<file path="config.mk">
export PLATFORM = sky130hd
export DESIGN_NAME = kps_keypad_scan
export DESIGN_NICKNAME = d
export VERILOG_FILES = /design/src/rtl/kps_pkg.sv /design/src/rtl/kps_row_sync.sv /design/src/rtl/kps_col_scan.sv /design/src/rtl/kps_debounce.sv /design/src/rtl/kps_keypad_scan.sv
export SDC_FILE = /design/constraint.sdc
export NUM_CORES = 1
export LEC_CHECK = 0
export BUFFER_PORTS_ARGS = -buffer_cell sky130_fd_sc_hd__buf_4
export CORE_MARGIN = 8
export CORE_UTILIZATION = 57
export DETAILED_ROUTE_END_ITERATION = 8
export GPL_ROUTABILITY_DRIVEN = 0
export PLACE_DENSITY = 0.78
export SLEW_MARGIN = 20
export SYNTH_ARGS = -nofsm -noshare
export SYNTH_HDL_FRONTEND = slang
export SYNTH_SLANG_ARGS = --single-unit
</file>
<file path="constraint.sdc">
create_clock -name clk -period 2.95 [get_ports clk]
set_input_delay 0.295 -clock clk [delete_from_list [all_inputs] [get_ports clk]]
set_output_delay 0.295 -clock clk [all_outputs]
set_load 0.05 [all_outputs]
</file>
<file path="src/rtl/kps_pkg.sv">
package kps_pkg;
  localparam int KP_COLS = 4;
  localparam int KP_ROWS = 4;

  typedef logic [1:0] col_idx_t;
  typedef logic [3:0] nib_t;

  typedef struct packed {
    nib_t col_w;
    nib_t row_w;
  } kvec_t;

  function automatic col_idx_t oh_to_idx(input nib_t oh);
    col_idx_t idx;
    idx = 2'd0;
    for (int i = 0; i < KP_ROWS; i++) begin
      if (oh[i]) idx = col_idx_t'(i);
    end
    return idx;
  endfunction

  function automatic logic [7:0] label_ascii(input col_idx_t c, input col_idx_t r);
    logic [3:0] idx;
    idx = {r, c};
    if (idx < 4'd10) return 8'h30 + {4'd0, idx};
    else             return 8'h37 + {4'd0, idx};
  endfunction
endpackage

</file>
<file path="src/rtl/kps_row_sync.sv">
module kps_row_sync #(
  parameter int W      = 4,
  parameter int STAGES = 2
) (
  input  logic         clk,
  input  logic         rst,
  input  logic [W-1:0] d,
  output logic [W-1:0] q
);
  generate
    if (STAGES == 0) begin : g_bypass
      assign q = d;
    end else begin : g_chain
      logic [W-1:0] pipe [STAGES];
      always_ff @(posedge clk) begin
        if (rst) begin
          for (int i = 0; i < STAGES; i++) pipe[i] <= '0;
        end else begin
          pipe[0] <= d;
          for (int i = 1; i < STAGES; i++) pipe[i] <= pipe[i-1];
        end
      end
      assign q = pipe[STAGES-1];
    end
  endgenerate
endmodule

</file>
<file path="src/rtl/kps_col_scan.sv">
module kps_col_scan
  import kps_pkg::*;
#(
  parameter int DWELL = 4
) (
  input  logic     clk,
  input  logic     rst,
  input  nib_t     rows_s,
  output col_idx_t col_code,
  output nib_t     col_oh,
  output logic     samp_stb,
  output nib_t     samp_rows,
  output col_idx_t samp_col
);
  localparam int DW = (DWELL > 1) ? $clog2(DWELL) : 1;

  logic [DW-1:0] dcnt;
  col_idx_t      col_q;
  nib_t          oh_q;
  logic          last;

  assign last = (dcnt == DW'(DWELL - 1));

  always_ff @(posedge clk) begin
    if (rst) begin
      dcnt      <= '0;
      col_q     <= '0;
      oh_q      <= 4'b0001;
      samp_stb  <= 1'b0;
      samp_rows <= '0;
      samp_col  <= '0;
    end else begin
      samp_stb <= 1'b0;
      if (last) begin
        dcnt      <= '0;
        samp_stb  <= 1'b1;
        samp_rows <= rows_s;
        samp_col  <= col_q;
        if (rows_s == '0) begin
          col_q <= col_q + 2'd1;
          oh_q  <= {oh_q[KP_COLS-2:0], oh_q[KP_COLS-1]};
        end
      end else begin
        dcnt <= dcnt + DW'(1);
      end
    end
  end

  assign col_code = col_q;
  assign col_oh   = oh_q;

  AST_COL_PARK: assert property (@(posedge clk) disable iff (rst)
    (last && rows_s != '0) |=> $stable(col_q));
  AST_COL_STEP: assert property (@(posedge clk) disable iff (rst)
    (last && rows_s == '0) |=> (col_q == $past(col_q) + 2'd1));
  AST_COL_DECODE: assert property (@(posedge clk) disable iff (rst)
    (oh_q == (4'b0001 << col_q)));
endmodule

</file>
<file path="src/rtl/kps_debounce.sv">
module kps_debounce
  import kps_pkg::*;
#(
  parameter int STABLE_SCANS = 3
) (
  input  logic        clk,
  input  logic        rst,
  input  logic        samp_stb,
  input  nib_t        samp_rows,
  input  col_idx_t    samp_col,
  output logic        key_valid,
  output kvec_t       key_vec,
  output logic [7:0]  key_ascii
);
  localparam int CW = $clog2(STABLE_SCANS + 1);
  localparam int ZW = $clog2(KP_COLS + 1);

  kvec_t         cand;
  kvec_t         vec_now;
  logic [CW-1:0] cnt, ncnt;
  logic [ZW-1:0] zrun;
  logic          armed;
  logic          single;
  logic          same;

  assign single  = (samp_rows != '0) && ((samp_rows & (samp_rows - 4'd1)) == '0);
  assign vec_now = '{col_w: (4'b0001 << samp_col), row_w: samp_rows};
  assign same    = (vec_now == cand) && (cnt != '0);

  always_comb begin
    if (!same)                          ncnt = CW'(1);
    else if (cnt == CW'(STABLE_SCANS))  ncnt = cnt;
    else                                ncnt = cnt + CW'(1);
  end

  always_ff @(posedge clk) begin
    if (rst) begin
      cand      <= '0;
      cnt       <= '0;
      zrun      <= '0;
      armed     <= 1'b1;
      key_valid <= 1'b0;
      key_vec   <= '0;
      key_ascii <= '0;
    end else begin
      key_valid <= 1'b0;
      if (samp_stb) begin
        if (samp_rows == '0) begin
          cnt <= '0;
          if (zrun != ZW'(KP_COLS)) zrun <= zrun + ZW'(1);
          if (zrun >= ZW'(KP_COLS - 1)) armed <= 1'b1;
        end else begin
          zrun <= '0;
          if (single) begin
            cand <= vec_now;
            cnt  <= ncnt;
            if (armed && ncnt == CW'(STABLE_SCANS)) begin
              armed     <= 1'b0;
              key_valid <= 1'b1;
              key_vec   <= vec_now;
              key_ascii <= label_ascii(samp_col, oh_to_idx(samp_rows));
            end
          end
        end
      end
    end
  end

  AST_ONE_PULSE: assert property (@(posedge clk) disable iff (rst)
    key_valid |=> !key_valid);
  AST_PULSE_FROM_SAMPLE: assert property (@(posedge clk) disable iff (rst)
    key_valid |-> $past(samp_stb));
  AST_NO_MULTI_ACCEPT: assert property (@(posedge clk) disable iff (rst)
    (samp_stb && !single) |=> $stable(key_vec));
endmodule

</file>
<file path="src/rtl/kps_keypad_scan.sv">
module kps_keypad_scan
  import kps_pkg::*;
#(
  parameter int DWELL        = 4,
  parameter int STABLE_SCANS = 3,
  parameter int SYNC_STAGES  = 2
) (
  input  logic       clk,
  input  logic       rst,
  input  logic [3:0] row_in,
  output logic [1:0] col_code,
  output logic [3:0] col_onehot,
  output logic [7:0] key_vec,
  output logic [7:0] key_ascii,
  output logic       key_valid
);
  nib_t     rows_s;
  logic     samp_stb;
  nib_t     samp_rows;
  col_idx_t samp_col;
  kvec_t    vec_q;

  kps_row_sync #(.W(KP_ROWS), .STAGES(SYNC_STAGES)) u_sync (
    .clk(clk), .rst(rst), .d(row_in), .q(rows_s)
  );

  kps_col_scan #(.DWELL(DWELL)) u_scan (
    .clk(clk), .rst(rst), .rows_s(rows_s),
    .col_code(col_code), .col_oh(col_onehot),
    .samp_stb(samp_stb), .samp_rows(samp_rows), .samp_col(samp_col)
  );

  kps_debounce #(.STABLE_SCANS(STABLE_SCANS)) u_deb (
    .clk(clk), .rst(rst),
    .samp_stb(samp_stb), .samp_rows(samp_rows), .samp_col(samp_col),
    .key_valid(key_valid), .key_vec(vec_q), .key_ascii(key_ascii)
  );

  assign key_vec = vec_q;

  AST_VEC_FORMAT: assert property (@(posedge clk) disable iff (rst)
    key_valid |-> ($onehot(key_vec[7:4]) && $onehot(key_vec[3:0])));
  AST_ASCII_RANGE: assert property (@(posedge clk) disable iff (rst)
    key_valid |-> ((key_ascii >= 8'h30 && key_ascii <= 8'h39) ||
                   (key_ascii >= 8'h41 && key_ascii <= 8'h46)));
endmodule

</file>
* Yosys cells after proc, flatten, opt, wreduce, memory -nomap -nowiden *
Memory sizes are Yosys's and may differ from the RTL's.
Index checks and enable logic that the tools add are counted.
W data, S select, Z words.

storage, ports and cells
  RAM bits = 8
  flip-flop bits (word level) = 46
  memories = 1

memories
  memory               words  width  read ports  clocked after Yosys merged registers in  wr ports  line                text
  u_sync.g_chain.pipe  2      4      2           0                                        2         kps_row_sync.sv:14  logic [W-1:0] pipe [STAGES];

operators by class
  bitwise operators = 6
  equal/unequal tests = 7
  shift-type cells = 1
  mux-type cells = 26
  reduce and logical (&&, ||, !) cells = 18
  magnitude comparators = 2
  add/subtract/negate cells = 7

operators by type and width
  cell                   number
  $mux W2                11
  $add A6 B4 Y7 const A  2
  $logic_not A4 Y1       3
  $mux W1                10
  $eq A8 B8 Y1           1
  $mux W4                2
  $mux W8                1
  $reduce_and A4 Y1      2
  $add A2 B1 Y2 const B  3
  $eq A2 B2 Y1 const B   3
  $mux W3                2
  $reduce_and A2 Y1      3
  $reduce_bool A2 Y1     3
  $and A4 B4 Y4          1
  $lt A4 B4 Y1 const B   1
  $ne A2 B2 Y1 const B   2
  $reduce_bool A4 Y1     1
  $reduce_or A4 Y1       1
  $shl A1 B2 Y4 const A  1
  $sub A4 B1 Y4 const B  1
  $add A3 B1 Y3 const B  1
  $ge A3 B2 Y1 const B   1
  $logic_and A1 B1 Y1    3
  $ne A3 B3 Y1 const B   1
  other kinds (4)        7

* Depth between registers and ports, before layout *
  depth after elaboration = 13
  depth in mapped cells = 7
  mapped depth without buffers = 6

* Cells and area by module *
A second synthesis with hierarchy kept.

unflattened totals
  cells, all modules = 274
  area total of the unflattened synthesis = 2393.5 um2

by module, submodules not included
  module        cells an instance  instances  area each (um2)
  kps_debounce  199                1          1565.3
  kps_col_scan  55                 1          588.1
  kps_row_sync  20                 1          240.2

* Least setup slack after synthesis *
OpenSTA, ideal clock, no wires.

  path kind = flip-flop to flip-flop
  start = reg u_scan.samp_col[1]
  end = reg u_deb.key_ascii[0]
  stages on the path, launching flop included = 7
  required time = 2.829 ns
  path slack = 0.854 ns
  library setup time = 0.121 ns
  period minus slack after synthesis = 2.096 ns
  arrival time = 1.975 ns
  cell sequence = dfxtp_1 -> inv_1 -> ha_1 -> xnor2_1 -> nand4_1 -> nor4_4 -> mux2_2

RTL lines
  element                   line                text
  start: declaration        kps_col_scan.sv:13  output col_idx_t samp_col
  start signal: assignment  kps_col_scan.sv:38  samp_col <= col_q;
  end signal: assignment    kps_debounce.sv:61  key_ascii <= label_ascii(samp_col, oh_to_idx(samp_rows));
  end: declaration          kps_debounce.sv:13  output logic [7:0] key_ascii

==> impl_metrics.ini <==
[critical_path]
crit_type = reg2reg
crit_path_start_kind = flip-flop
end_kind = flip-flop
cp_data_required_time_ps = 3150
crit_chain = inv_1 > ha_1 > xnor2_1 > nand4_1 > nor4_4 > buf_4 > mux2_2
slowest_stage = dfxtp_1
cpPeakStageDelay_ps = 460
worst-r2r-setup-slack_ps = 530
critPathMaxFanout = 15
crit_arrival_ps = 2620

[clocking]
cts_resized = 0
cts_setup_buffers = 0
insertion_delay_ps = 310
ctsHoldBuffers = 0
root_buffer = clkbuf_8
clkTransAtPathRegs_ps = 100
cts_max_level = 2
cts.sink_count = 53
cts_tree = yes
cts_buffers = 5
clockBufferDepth = 2

[placed_design]
place_ws_ps = 532
dp.final_hpwl_um = 3000
place_area_mm2 = 0.00262
io_buffers = 27
dp_cells = 319

[yosys]
netlist_area_mm2 = 0.00241
ys_seq_area_frac = 0.440
ys_ff_latch = 53
ys_types = 39
syn_avg_cell_area_um2 = 9.41
ys_warn_count = 0
ys.flop_type = dfxtp_1
syn_inst = 256
synth_fp_nets = 270
synth-edff-count = 0
async_flop_share = 0
yosysTopAreaCell = dfxtp_1
synthDominantCellAreaShare = 0.440
synth_area_leaders = dfxtp_1 (44%), mux2i_1 (9.1%), nand2b_1 (7.0%), ha_1 (4.2%), xnor2_1 (3.6%)

[sta]
slew_headroom = 0.393
min_period_ps = 2420
drv_slew = 0
setup_violations = 0
skew_ps = 8.92
hold_viol = 0
finalCritPeriodShare = 0.822
rsz0062_at_grt = no
holdWs_ps = 189
fmax_mhz = 412
layout_setup_ws_ps = 526
setup_tns_ps = 0
worst_slew_pin_slew_ps = 903

[final_layout]
n_antenna_cell = 0
stdcell_area_mm2 = 0.00272
nets = 290
num-fill-cells = 339
drive_gt1_frac = 0.159
area_growth_pct = 12.7
fin_cells = 327

[route]
route.detailed.drc = 0
wl_per_cell_um = 13.5
vias_per_cell = 5.48
via_count = 1793
ant_nets = 0
drtIter0Drc = 153
dr.pass1.iters = 4
routed_wl_um = 4420

[floorplanning]
die_w_um = 81.0
die_h_um = 81.0
placementRows = 23
die_area_mm2 = 0.00656
ios = 29
initial_utilization = 0.598
coreArea_mm2 = 0.00403

[global_route]
grt_pass1_wl_um = 7600
grt_pass1_vias = 1742
grt_max_degree = 70
grt_overflow_total = 0
antenna_found_initial = 0
track_usage = 0.144

[power_and_ir_drop]
ir_worst_vdd_mv = 0.347
power_density_mw_per_mm2 = 458
leakagePower_nw = 0.950

[outcome]
outcome = finished, final reports clean

[job]
drv_cap = 0

[hold_path]
holdCritPathClass = in2reg
## kinds of logic (layout without fill, tap and decap cells)
group / Yosys count / after routing / synth area share
other: 1 / 1 / 0.00156
buffers and inverters: 25 / 46 / 0.0462
flip-flops: 53 / 53 / 0.440
adder cells (fa/ha/maj): 8 / 8 / 0.0415
AO/OA/AOI/OAI: 37 / 37 / 0.0955
XOR/XNOR: 12 / 12 / 0.0436
AND/OR/NAND/NOR: 96 / 96 / 0.231
multiplexers: 24 / 24 / 0.101
## registers in the layout, summed over array words and instances (netlist names), 3 cells and up
name	flops
u_deb.cand	8
u_deb.key_ascii	7
u_deb.key_vec	8
u_deb.zrun	3
u_scan.col_oh	4
u_scan.samp_rows	4
u_sync.g_chain.pipe	8
## through the flow
stage               utilization  total power [mW]
floorplan                     -             0.817
global placement          0.650             0.835
detailed placement        0.650             0.838
CTS                       0.674              1.26
global route              0.674              1.29
finish                    0.674              1.24
## final cells by class
cell class | instances | area, um2 | area share
clock inverters | 3 | 26.3 | 0.00968
well taps | 50 | 62.6 | 0.0230
inverters | 7 | 26.3 | 0.00968
repair buffers | 31 | 233 | 0.0857
multi-input cells | 178 | 1240 | 0.456
flip-flops and latches | 53 | 1060 | 0.391
clock buffers | 5 | 68.8 | 0.0253
## power breakdown
| part | leakage (nW) | total (mW) | switching [mW] | internal, mW |
|---|---|---|---|---|
| Combinational | 0.472 | 0.0832 | 0.0480 | 0.0352 |
| Clock | 0.0487 | 0.424 | 0.250 | 0.173 |
| Sequential | 0.429 | 0.738 | 0.00989 | 0.728 |
| Total | 0.950 | 1.24 | 0.308 | 0.936 |
## cells in the mapped netlist (all sizes together), types with 3 or more instances
library cell / count
nor4b: 4
xnor2: 10
a21oi: 13
nand2: 11
nor2: 19
buf: 5
inv: 7
nor3: 4
nand2b: 27
nand4: 4
clkbuf: 13
nand3: 3
dfxtp: 53
mux2i: 22
o21ai: 12
nor2b: 13
nor4: 3
nand3b: 4
ha: 8
## placed cells by master, fill, tap and decap left out, types with 2 or more instances in the layout
cell type and n:
a211o_1 2, a211oi_1 2, a21oi_1 13, buf_4 31, clkbuf_8 5, clkinv_4 2, dfxtp_1 53, ha_1 8
inv_1 7, mux2_2 2, mux2i_1 22, nand2_1 11, nand2b_1 27, nand3_1 3, nand3b_1 4, nand4_1 3
nor2_1 19, nor2b_1 13, nor3_1 4, nor3b_1 2, nor4_1 2, nor4b_1 4, o21ai_0 12, xnor2_1 10
xor2_1 2
## critical path, delay by kind of cell, from the launching register on
| family | cells | cell delay (ps) |
|---|---|---|
| adders and majority gates | 1 | 280 |
| and+or+nand+nor | 2 | 610 |
| buffers and inverters | 2 | 410 |
| xor gates and xnor gates | 1 | 190 |
| muxes | 1 | 360 |
| DFF | 1 | 460 |
## per-layer routing
metal / GRT usage / part of all wire / vias to the layer above
li1: - / - / 909
met3: 0.0320 / 0.030 / 8
met1: 0.163 / 0.46 / 847
met5: 0 / 0 / -
met4: 0.0839 / 0.020 / 0
met2: 0.245 / 0.49 / 29
## final timing paths
path | to | startpoint | depth (start not counted)
max | u_deb.key_ascii[4] | u_scan.samp_col[1] | 7
min | u_sync.g_chain.pipe[0][0] | row_in[0] | 2
max reg2reg | u_deb.key_ascii[4] | u_scan.samp_col[1] | 7
min reg2reg | u_scan.dcnt[0] | u_scan.dcnt[0] | 1
No activity file was read; power rests on OpenSTA's default activity.
